`config.mk`:
```
export PLATFORM = sky130hd
export DESIGN_NAME = bitalias_bridge
export DESIGN_NICKNAME = d
export VERILOG_FILES = /design/src/rtl/bitalias_pkg.sv /design/src/rtl/bitalias_decode.sv /design/src/rtl/bitalias_rmw_seq.sv /design/src/rtl/bitalias_arb.sv /design/src/rtl/bitalias_bridge.sv
export SDC_FILE = /design/constraint.sdc
export NUM_CORES = 1
export LEC_CHECK = 0
export BUFFER_PORTS_ARGS = -buffer_cell sky130_fd_sc_hd__clkbuf_2
export CAP_MARGIN = 20
export CELL_PAD_IN_SITES_DETAIL_PLACEMENT = 2
export CELL_PAD_IN_SITES_GLOBAL_PLACEMENT = 2
export CORE_UTILIZATION = 24
export CTS_BUF_LIST = sky130_fd_sc_hd__clkbuf_4 sky130_fd_sc_hd__clkbuf_8
export DETAILED_ROUTE_END_ITERATION = 10
export PLACE_DENSITY_LB_ADDON = 0.1
export SLEW_MARGIN = 10
export SYNTH_ARGS = -nofsm -noshare
export SYNTH_HDL_FRONTEND = slang
export SYNTH_SLANG_ARGS = --single-unit
```
`constraint.sdc`:
```
create_clock -name clk -period 3.6 [get_ports clk]
set_clock_uncertainty 0.15 [all_clocks]
set_input_delay 0.72 -clock clk [delete_from_list [all_inputs] [get_ports clk]]
set_output_delay 0.72 -clock clk [all_outputs]
set_load 0.01 [all_outputs]
```
`src/rtl/bitalias_pkg.sv`:
```
// Package: shared constants, the sequencer state type and the bit merge
// helper for the bit-alias bridge. Assumes 32-bit data words addressed in
// bytes, so a word occupies four byte addresses.
package bitalias_pkg;

    localparam int BUS_W      = 32;
    localparam int BIT_W      = $clog2(BUS_W);
    localparam int BYTE_SHIFT = 2;

    typedef enum logic {
        SEQ_IDLE  = 1'b0,
        SEQ_MERGE = 1'b1
    } seq_state_t;

    // Return word w with bit idx replaced by val.
    function automatic logic [BUS_W-1:0] put_bit(
        input logic [BUS_W-1:0] w,
        input logic [BIT_W-1:0] idx,
        input logic             val
    );
        logic [BUS_W-1:0] r;
        r      = w;
        r[idx] = val;
        return r;
    endfunction

endpackage

```
`src/rtl/bitalias_decode.sv`:
```
// Alias window decoder: checks an address against the memory and peripheral
// alias windows and, on a hit, produces the target word address and the bit
// index. Assumes the alias bases are aligned to 128 bytes (one word's alias
// span), so the bit index can be taken straight from the address.
module bitalias_decode
    import bitalias_pkg::*;
#(
    parameter int                ADDR_W          = 32,
    parameter int                REGION_WORDS    = 262144,
    parameter logic [ADDR_W-1:0] SRAM_ALIAS_BASE = 32'h2200_0000,
    parameter logic [ADDR_W-1:0] SRAM_WORD_BASE  = 32'h2000_0000,
    parameter logic [ADDR_W-1:0] PERI_ALIAS_BASE = 32'h4200_0000,
    parameter logic [ADDR_W-1:0] PERI_WORD_BASE  = 32'h4000_0000
) (
    input  logic [ADDR_W-1:0] addr,
    output logic              hit,
    output logic [ADDR_W-1:0] word_addr,
    output logic [BIT_W-1:0]  bit_idx
);

    localparam int                NUM_WIN     = 2;
    localparam int                ALIAS_SHIFT = BIT_W + BYTE_SHIFT;
    localparam logic [ADDR_W-1:0] ALIAS_SPAN  = ADDR_W'(REGION_WORDS * (2 ** ALIAS_SHIFT));

    logic [NUM_WIN-1:0] win_hit;
    logic [ADDR_W-1:0]  win_word [NUM_WIN];

    for (genvar g = 0; g < NUM_WIN; g++) begin : g_win
        localparam logic [ADDR_W-1:0] A_BASE = (g == 0) ? SRAM_ALIAS_BASE : PERI_ALIAS_BASE;
        localparam logic [ADDR_W-1:0] W_BASE = (g == 0) ? SRAM_WORD_BASE  : PERI_WORD_BASE;
        logic [ADDR_W-1:0] offs;
        // Offset into this window and the word it lands on.
        assign offs        = addr - A_BASE;
        assign win_hit[g]  = (addr >= A_BASE) && (offs < ALIAS_SPAN);
        assign win_word[g] = W_BASE + ((offs >> ALIAS_SHIFT) << BYTE_SHIFT);
    end

    // Pick the window that hit; windows are assumed not to overlap.
    always_comb begin
        hit       = |win_hit;
        word_addr = '0;
        for (int i = NUM_WIN - 1; i >= 0; i--) begin
            if (win_hit[i]) word_addr = win_word[i];
        end
    end

    assign bit_idx = addr[ALIAS_SHIFT-1:BYTE_SHIFT];

endmodule

```
`src/rtl/bitalias_rmw_seq.sv`:
```
// Processor-side sequencer: serves plain word accesses and alias reads in
// one cycle, and runs alias writes as a locked two-cycle read then merged
// write. Assumes the downstream bank answers reads in the same cycle and
// that the processor holds its request stable until ready.
module bitalias_rmw_seq
    import bitalias_pkg::*;
#(
    parameter int ADDR_W = 32
) (
    input  logic              clk,
    input  logic              rst_n,
    input  logic              cpu_req,
    input  logic              cpu_we,
    input  logic [ADDR_W-1:0] cpu_addr,
    input  logic [BUS_W-1:0]  cpu_wdata,
    output logic [BUS_W-1:0]  cpu_rdata,
    output logic              cpu_ready,
    input  logic              alias_hit,
    input  logic [ADDR_W-1:0] alias_word,
    input  logic [BIT_W-1:0]  alias_bit,
    output logic              sq_req,
    output logic              sq_we,
    output logic [ADDR_W-1:0] sq_addr,
    output logic [BUS_W-1:0]  sq_wdata,
    input  logic [BUS_W-1:0]  mem_rdata,
    output logic              sq_lock
);

    seq_state_t        state;
    logic [BUS_W-1:0]  held_word;
    logic [ADDR_W-1:0] held_addr;
    logic [BIT_W-1:0]  held_bit;
    logic              held_val;
    logic              start_rmw;

    assign start_rmw = (state == SEQ_IDLE) && cpu_req && cpu_we && alias_hit;

    // Downstream drive, processor response and lock for the current state.
    always_comb begin
        sq_req    = 1'b0;
        sq_we     = 1'b0;
        sq_addr   = cpu_addr;
        sq_wdata  = cpu_wdata;
        cpu_rdata = '0;
        cpu_ready = 1'b0;
        sq_lock   = 1'b0;
        unique case (state)
            SEQ_IDLE: begin
                if (cpu_req) begin
                    sq_req = 1'b1;
                    if (alias_hit) begin
                        sq_addr = alias_word;
                        if (cpu_we) begin
                            sq_lock = 1'b1;
                        end else begin
                            cpu_ready = 1'b1;
                            cpu_rdata = {{(BUS_W-1){1'b0}}, mem_rdata[alias_bit]};
                        end
                    end else begin
                        sq_we     = cpu_we;
                        cpu_ready = 1'b1;
                        cpu_rdata = mem_rdata;
                    end
                end
            end
            SEQ_MERGE: begin
                sq_req    = 1'b1;
                sq_we     = 1'b1;
                sq_addr   = held_addr;
                sq_wdata  = put_bit(held_word, held_bit, held_val);
                sq_lock   = 1'b1;
                cpu_ready = 1'b1;
            end
            default: ;
        endcase
    end

    // State advance: enter the merge cycle after the locked read.
    always_ff @(posedge clk) begin
        if (!rst_n) begin
            state <= SEQ_IDLE;
        end else if (start_rmw) begin
            state <= SEQ_MERGE;
        end else begin
            state <= SEQ_IDLE;
        end
    end

    // Capture the word read in the locked cycle and what to change in it.
    always_ff @(posedge clk) begin
        if (!rst_n) begin
            held_word <= '0;
            held_addr <= '0;
            held_bit  <= '0;
            held_val  <= 1'b0;
        end else if (start_rmw) begin
            held_word <= mem_rdata;
            held_addr <= alias_word;
            held_bit  <= alias_bit;
            held_val  <= cpu_wdata[0];
        end
    end

endmodule

```
`src/rtl/bitalias_arb.sv`:
```
// Downstream arbiter: hands the bus to the second requester only when the
// processor port is idle and no locked sequence runs; otherwise the
// sequencer drives the bus. Assumes same-cycle read data downstream.
module bitalias_arb
    import bitalias_pkg::*;
#(
    parameter int ADDR_W = 32
) (
    input  logic              cpu_req,
    input  logic              sq_req,
    input  logic              sq_we,
    input  logic [ADDR_W-1:0] sq_addr,
    input  logic [BUS_W-1:0]  sq_wdata,
    input  logic              sq_lock,
    input  logic              dma_req,
    input  logic              dma_we,
    input  logic [ADDR_W-1:0] dma_addr,
    input  logic [BUS_W-1:0]  dma_wdata,
    output logic [BUS_W-1:0]  dma_rdata,
    output logic              dma_ready,
    output logic              mem_req,
    output logic              mem_we,
    output logic [ADDR_W-1:0] mem_addr,
    output logic [BUS_W-1:0]  mem_wdata,
    input  logic [BUS_W-1:0]  mem_rdata
);

    logic dma_grant;

    assign dma_grant = dma_req && !cpu_req && !sq_lock;

    // Select the bus owner for this cycle.
    always_comb begin
        if (dma_grant) begin
            mem_req   = 1'b1;
            mem_we    = dma_we;
            mem_addr  = dma_addr;
            mem_wdata = dma_wdata;
        end else begin
            mem_req   = sq_req;
            mem_we    = sq_we;
            mem_addr  = sq_addr;
            mem_wdata = sq_wdata;
        end
    end

    assign dma_ready = dma_grant;
    assign dma_rdata = mem_rdata;

endmodule

```
`src/rtl/bitalias_bridge.sv`:
```
// Bit-alias bridge top: decodes processor addresses into alias windows,
// runs locked read-modify-writes for alias writes and shares the downstream
// bank with a word-only second requester.
module bitalias_bridge
    import bitalias_pkg::*;
#(
    parameter int                ADDR_W          = 32,
    parameter int                REGION_WORDS    = 262144,
    parameter logic [ADDR_W-1:0] SRAM_ALIAS_BASE = 32'h2200_0000,
    parameter logic [ADDR_W-1:0] SRAM_WORD_BASE  = 32'h2000_0000,
    parameter logic [ADDR_W-1:0] PERI_ALIAS_BASE = 32'h4200_0000,
    parameter logic [ADDR_W-1:0] PERI_WORD_BASE  = 32'h4000_0000
) (
    input  logic              clk,
    input  logic              rst_n,
    input  logic              cpu_req,
    input  logic              cpu_we,
    input  logic [ADDR_W-1:0] cpu_addr,
    input  logic [31:0]       cpu_wdata,
    output logic [31:0]       cpu_rdata,
    output logic              cpu_ready,
    input  logic              dma_req,
    input  logic              dma_we,
    input  logic [ADDR_W-1:0] dma_addr,
    input  logic [31:0]       dma_wdata,
    output logic [31:0]       dma_rdata,
    output logic              dma_ready,
    output logic              mem_req,
    output logic              mem_we,
    output logic [ADDR_W-1:0] mem_addr,
    output logic [31:0]       mem_wdata,
    input  logic [31:0]       mem_rdata,
    output logic              mem_lock
);

    logic              alias_hit;
    logic [ADDR_W-1:0] alias_word;
    logic [BIT_W-1:0]  alias_bit;
    logic              sq_req;
    logic              sq_we;
    logic [ADDR_W-1:0] sq_addr;
    logic [BUS_W-1:0]  sq_wdata;
    logic              sq_lock;

    bitalias_decode #(
        .ADDR_W          (ADDR_W),
        .REGION_WORDS    (REGION_WORDS),
        .SRAM_ALIAS_BASE (SRAM_ALIAS_BASE),
        .SRAM_WORD_BASE  (SRAM_WORD_BASE),
        .PERI_ALIAS_BASE (PERI_ALIAS_BASE),
        .PERI_WORD_BASE  (PERI_WORD_BASE)
    ) u_decode (
        .addr      (cpu_addr),
        .hit       (alias_hit),
        .word_addr (alias_word),
        .bit_idx   (alias_bit)
    );

    bitalias_rmw_seq #(.ADDR_W(ADDR_W)) u_seq (
        .clk        (clk),
        .rst_n      (rst_n),
        .cpu_req    (cpu_req),
        .cpu_we     (cpu_we),
        .cpu_addr   (cpu_addr),
        .cpu_wdata  (cpu_wdata),
        .cpu_rdata  (cpu_rdata),
        .cpu_ready  (cpu_ready),
        .alias_hit  (alias_hit),
        .alias_word (alias_word),
        .alias_bit  (alias_bit),
        .sq_req     (sq_req),
        .sq_we      (sq_we),
        .sq_addr    (sq_addr),
        .sq_wdata   (sq_wdata),
        .mem_rdata  (mem_rdata),
        .sq_lock    (sq_lock)
    );

    bitalias_arb #(.ADDR_W(ADDR_W)) u_arb (
        .cpu_req   (cpu_req),
        .sq_req    (sq_req),
        .sq_we     (sq_we),
        .sq_addr   (sq_addr),
        .sq_wdata  (sq_wdata),
        .sq_lock   (sq_lock),
        .dma_req   (dma_req),
        .dma_we    (dma_we),
        .dma_addr  (dma_addr),
        .dma_wdata (dma_wdata),
        .dma_rdata (dma_rdata),
        .dma_ready (dma_ready),
        .mem_req   (mem_req),
        .mem_we    (mem_we),
        .mem_addr  (mem_addr),
        .mem_wdata (mem_wdata),
        .mem_rdata (mem_rdata)
    );

    assign mem_lock = sq_lock;

endmodule

```
Word level (Yosys, flattened, before mapping)
Index checks and enable logic that the tools add are counted.
{ "totals": {"ff_bits": 71, "latch_bits": 0, "ramBits": 0, "romBits": 0, "word_cells": 61, "memories": 0} }
{ "op_classes": {"addsub": 4, "mul": 0, "div": 0, "magnitude_cmp": 7, "eq_ne": 0, "n_shift": 0, "n_mux": 33, "n_bitwise": 1, "reduce_logical": 11} }
{ "ops": {"columns": ["operator", "n"], "rows": [
  ["$mux W32", 10],
  ["$lt A32 B26 Y1 const B", 2],
  ["$pmux W32 S2", 1],
  ["$add A31 B27 Y32 const A", 1],
  ["$bwmux W32", 1],
  ["$ge A32 B30 Y1 const B", 1],
  ["$ge A32 B31 Y1 const B", 1],
  ["$sub A32 B30 Y32 const B", 1],
  ["$sub A32 B31 Y32 const B", 1],
  ["$add A30 B27 Y31 const A", 1],
  ["$mux W1", 15],
  ["$lt A5 B6 Y1 const B", 2],
  ["$logic_and A1 B1 Y1", 8],
  ["$pmux W1 S2", 4],
  ["$bmux W1 S5", 1],
  ["$demux W1 S5", 1],
  ["$ge A5 B1 Y1 const B", 1],
  ["$logic_not A1 Y1", 2],
  ["$reduce_or A2 Y1", 1],
  ["$not A1 Y1", 1]
]} }

Longest topological paths before layout
{ "logic_depth": {"ltp_word": 10, "depth_mapped": 10, "ltp_nobuf": 7} }

Hierarchy
Synthesis repeated with hierarchy kept, for this count alone.
{ "hier_totals": {"hier_cells": 814, "hier_area_um2": 6317.3} }
{ "by_module_without_submodules": {"columns": ["module", "n_inst", "cells_per_inst", "area_per_inst_um2", "seq_area_each_um2"], "rows": [
  ["bitalias_rmw_seq", 1, 645, 4735.8, 1421.4],
  ["bitalias_arb", 1, 106, 1047.3, 0.0],
  ["bitalias_decode", 1, 63, 534.3, 0.0]
]} }

Worst setup path after synthesis
No wires, ideal clock.
{ "synth_path": {"kind": "input-to-output", "from": "input port cpu_addr[25]", "to": "output port mem_addr[10]", "arrival_ns": 2.435, "path_slack_ns": 0.295, "stages": 9, "n_path_buf": 2, "cell_sequence": "inv_1 ha_1 or3b_1 a32oi_2 o32ai_4 and2_1 buf_2 buf_2 o211ai_1"} }
{ "synth_between": {"elab_chain_cells": 10} }
{ "synth_rtl": {"columns": ["item", "line_no", "source"], "rows": [
  ["start: declaration", "bitalias_bridge.sv:18", "input logic [ADDR_W-1:0] cpu_addr,"],
  ["$sub A32 B30 Y32 / $sub A32 B31 Y32 (equally long branches)", "bitalias_decode.sv:33", "assign offs = addr - A_BASE;"],
  ["$lt A32 B26 Y1", "bitalias_decode.sv:34", "assign win_hit[g] = (addr >= A_BASE) && (offs < ALIAS_SPAN);"],
  ["$logic_and A1 B1 Y1", "bitalias_decode.sv:34", null],
  ["$reduce_or A2 Y1", "bitalias_decode.sv:40", "hit = |win_hit;"],
  ["$mux W1", "bitalias_rmw_seq.sv:51", "if (alias_hit) begin"],
  ["$mux W1", "bitalias_rmw_seq.sv:49", "if (cpu_req) begin"],
  ["$pmux W1 S2", "bitalias_rmw_seq.sv:47", "unique case (state)"],
  ["$logic_not A1 Y1", "bitalias_arb.sv:30", "assign dma_grant = dma_req && !cpu_req && !sq_lock;"],
  ["$logic_and A1 B1 Y1", "bitalias_arb.sv:30", null],
  ["$mux W32 *", "bitalias_arb.sv:34", "if (dma_grant) begin"],
  ["end: declaration", "bitalias_bridge.sv:30", "output logic [ADDR_W-1:0] mem_addr,"]
]} }
Every way passes the cells marked *; elsewhere a longest branch is shown, timed or not.

Worst setup path in the final report
{ "layout_path": {"from": "input port cpu_addr[26]", "to": "output port cpu_rdata[7]"} }
{ "layout_between": {"elab_chain_cells": 7} }
{ "layout_rtl": {"columns": ["item", "line_no", "source"], "rows": [
  ["$sub A32 B30 Y32 / $sub A32 B31 Y32 (equally long branches)", "bitalias_decode.sv:33", null],
  ["$lt A32 B26 Y1", "bitalias_decode.sv:34", null],
  ["$logic_and A1 B1 Y1", "bitalias_decode.sv:34", null],
  ["$reduce_or A2 Y1 *", "bitalias_decode.sv:40", null],
  ["$mux W32 *", "bitalias_rmw_seq.sv:51", null],
  ["$mux W32 *", "bitalias_rmw_seq.sv:49", null],
  ["$mux W32 *", "bitalias_rmw_seq.sv:47", null],
  ["end: declaration", "bitalias_bridge.sv:20", "output logic [31:0] cpu_rdata,"]
]} }
Marks and branches as above.

==> impl_metrics.ini <==
[clocking]
clkLatencyLatePin_ns = 0.36
cts_hold_buffers = 0
htreeDepth = 3
cts_root_buf = clkbuf_8
cts_buffers = 9
clkSinkCount = 66
clk_pin_slew_ns = 0.08
cts_tree = built
cts_setup_buffers = 0
clk_path_buf_depth = 2

[place]
gp_congestion = 0.7466
place_hpwl_mm = 19.36
numPortBuffers = 298
placed_cell_area_um2 = 7258

[final_layout]
area_growth_pct = 33.39
n_antenna_cell = 0
seq_area_um2 = 1325
drive_gt1_frac = 0.3559
n_fill_cell = 2827
multiInputGateArea_um2 = 3814
layout_common_cells = clkbuf_2 (297), nand2_1 (189), mux2i_1 (94)
mostFrequentLayoutCell = clkbuf_2
final_area_um2 = 7527
finalNetCount = 1179

[synth]
ys.flop_type = dfxtp_1
synth-seq-cells = 66
ys_seq_area_frac = 0.2341
syn_inst = 784
synthesis.nets = 951
ys_types = 39
syn_area_per_cell_um2 = 7.198
synth_edf_count = 0
async_flop_share = 0
netlist_area_um2 = 5643
yosys_warnings = 0

[min_path]
min_path_cells = 2
hp-class = reg2reg

[timing]
fin_crit_sh = 0.9682
finalCriticalPeriod_ns = 3.485
setup_viol = 0
rsz0062_at_grt = true
final_hold_viol_count = 0
drv_slew = 0
worst_pin_slew_ns = 0.9300
fmax_mhz = 286.9
holdWs_ns = 0.3100
slew-limit-headroom = 0.3792

[setup_path]
r2r_cells = 4
startpoint = cpu_addr[26]
crit_fanout = 15
cp-start-kind = input port
reg2reg_from = u_seq.state$_SDFF_PN0_
required_ns = 2.73
cp-end-kind = primary output
r2r_setup_slack_ns = 1.49
arrival_ns = 2.62
reg2reg_to = u_seq.held_word[4]$_SDFFE_PN0P_
critical_path_class = in2out
worstSetupEndpoint = cpu_rdata[7]

[global_routing]
grt_max_degree = 71
grt_pass1_wl_mm = 38.05
grt_use_total = 0.2035
grt_antenna_before_repair = 0
grt_overflow = 0
grt_pass1_vias = 6731

[pwr]
p_leak_nw = 3.382
cellInternalPower_mw = 1.329
clkPwrFrac = 0.334
combPwrFrac = 0.294
pwr-share-seq = 0.371
swShare = 0.3269
powerDensity_nw_per_um2 = 262.3
p_sw_mw = 0.6454
ir_worst_vdd_v = 0.0001421

[detailed_routing]
drc = 0
first_pass_iters = 4
met2_length_mm = 12.23
post_drt_via_cell_ratio = 4.793
top_layer = met4
wl_per_cell_um = 18.69
wl_met1_mm = 11.35
ant_nets = 0
wirelength_mm = 24.86
wl_met3_um = 985
drtIter0Drc = 268
num_vias = 6375

[die]
placementRows = 55
core_um2 = 22850
die_w_um = 155.3
start_util = 0.2470
io_pins = 299
fp.dieArea_um2 = 24130
die_h_um = 155.3

[status]
status = completed

[job]
maxCapViolCount = 0
-- worst max-delay path: stages --
cell and delay, ns:
clkbuf_2 0.12, inv_2 0.08, ha_4 0.14, or3b_4 0.40, a32oi_4 0.24, o32ai_4 0.13
buf_6 0.16, nor2_4 0.19, buf_8 0.18, and2_1 0.14, clkbuf_2 0.13
-- per-stage QoR --
step	setup TNS, ns	setup slack (ns)	util	power [mW]	std cells
after floorplan	0	0.2953	-	1.052	784
after global placement	0	0.07361	0.3177	1.326	1313
after detailed placement	-0.1787	-0.01899	0.3177	1.331	1313
after CTS	-0.001767	-0.001767	0.3266	2.009	1329
after global routing	-0.002808	-0.002808	0.3295	2.090	1330
final	0	0.1145	0.3295	1.974	1330
-- layout make-up --
class,count,area share
clock buffers,11,0.01928
clock inverters,5,0.007148
multi-input cells,609,0.5066
repair buffers,324,0.2379
flip-flops and latches,66,0.1760
inverters,2,0.0009973
well taps,313,0.05203
-- synth_stat cells (all sizes together) (8+ instances only) --
cell type / count / area (um^2)
nand2: 190 / 713.2
mux2i: 94 / 940.9
a21oi: 68 / 340.3
dfxtp: 66 / 1321
and2: 65 / 406.6
clkbuf: 61 / 229.0
buf: 46 / 327.8
nor2: 39 / 146.4
a211oi: 32 / 240.2
o211ai: 19 / 142.6
a21o: 15 / 112.6
nand4: 15 / 93.84
nor2b: 10 / 62.56
and3: 8 / 50.05
-- routing by layer --
layer,global-route usage,vias to the layer above
li1,-,3113
met1,0.2572,3092
met2,0.3590,153
met3,0.03343,17
met4,0.04715,0
met5,0,-
-- what timing repair did --
action / 4_1_cts / 5_1_grt
gates cloned: 0 / 1
pin swaps: 0 / 5
endpoints found under the setup margin: 16 / 53
resized for setup: 1 / 17
-- state kept, by name (all words and copies together) (netlist names) --
signal,cells
u_seq.held_word,32
u_seq.state,1
u_seq.held_addr,27
u_seq.held_bit,5
u_seq.held_val,1
-- kinds of logic (layout without fill, tap and decap cells) --
family / count (synthesis) / after routing / share of synthesized area
buffers and inverters: 109 / 342 / 0.1000
xor gates and xnor gates: 1 / 1 / 0.001552
DFF: 66 / 66 / 0.2341
and+or+nand+nor: 359 / 359 / 0.2996
AOI/OAI and AO/OA: 147 / 147 / 0.1679
adders and majority gates: 1 / 1 / 0.002217
muxes: 101 / 101 / 0.1947
-- worst min path at each step --
stage / startpoint / slack (ns) / to
floorplan: u_seq.held_word[12]$_SDFFE_PN0P_ / 0.28 / u_seq.held_word[12]$_SDFFE_PN0P_
global placement: u_seq.held_word[31]$_SDFFE_PN0P_ / 0.29 / u_seq.held_word[31]$_SDFFE_PN0P_
detailed placement: u_seq.held_word[20]$_SDFFE_PN0P_ / 0.30 / u_seq.held_word[20]$_SDFFE_PN0P_
CTS: u_seq.held_word[1]$_SDFFE_PN0P_ / 0.32 / u_seq.held_word[1]$_SDFFE_PN0P_
global route: u_seq.held_word[27]$_SDFFE_PN0P_ / 0.33 / u_seq.held_word[27]$_SDFFE_PN0P_
finish: u_seq.held_word[1]$_SDFFE_PN0P_ / 0.31 / u_seq.held_word[1]$_SDFFE_PN0P_
-- power groups by stage --
stage	Clock, mW	Combinational [mW]	Sequential, mW
6_report	0.660	0.581	0.733
5_1_grt	0.717	0.640	0.733
4_1_cts	0.692	0.584	0.733
3_5_place_dp	0	0.581	0.750
3_3_place_gp	0	0.576	0.750
2_1_floorplan	0	0.303	0.749
Power figures use the tool's default switching activity.
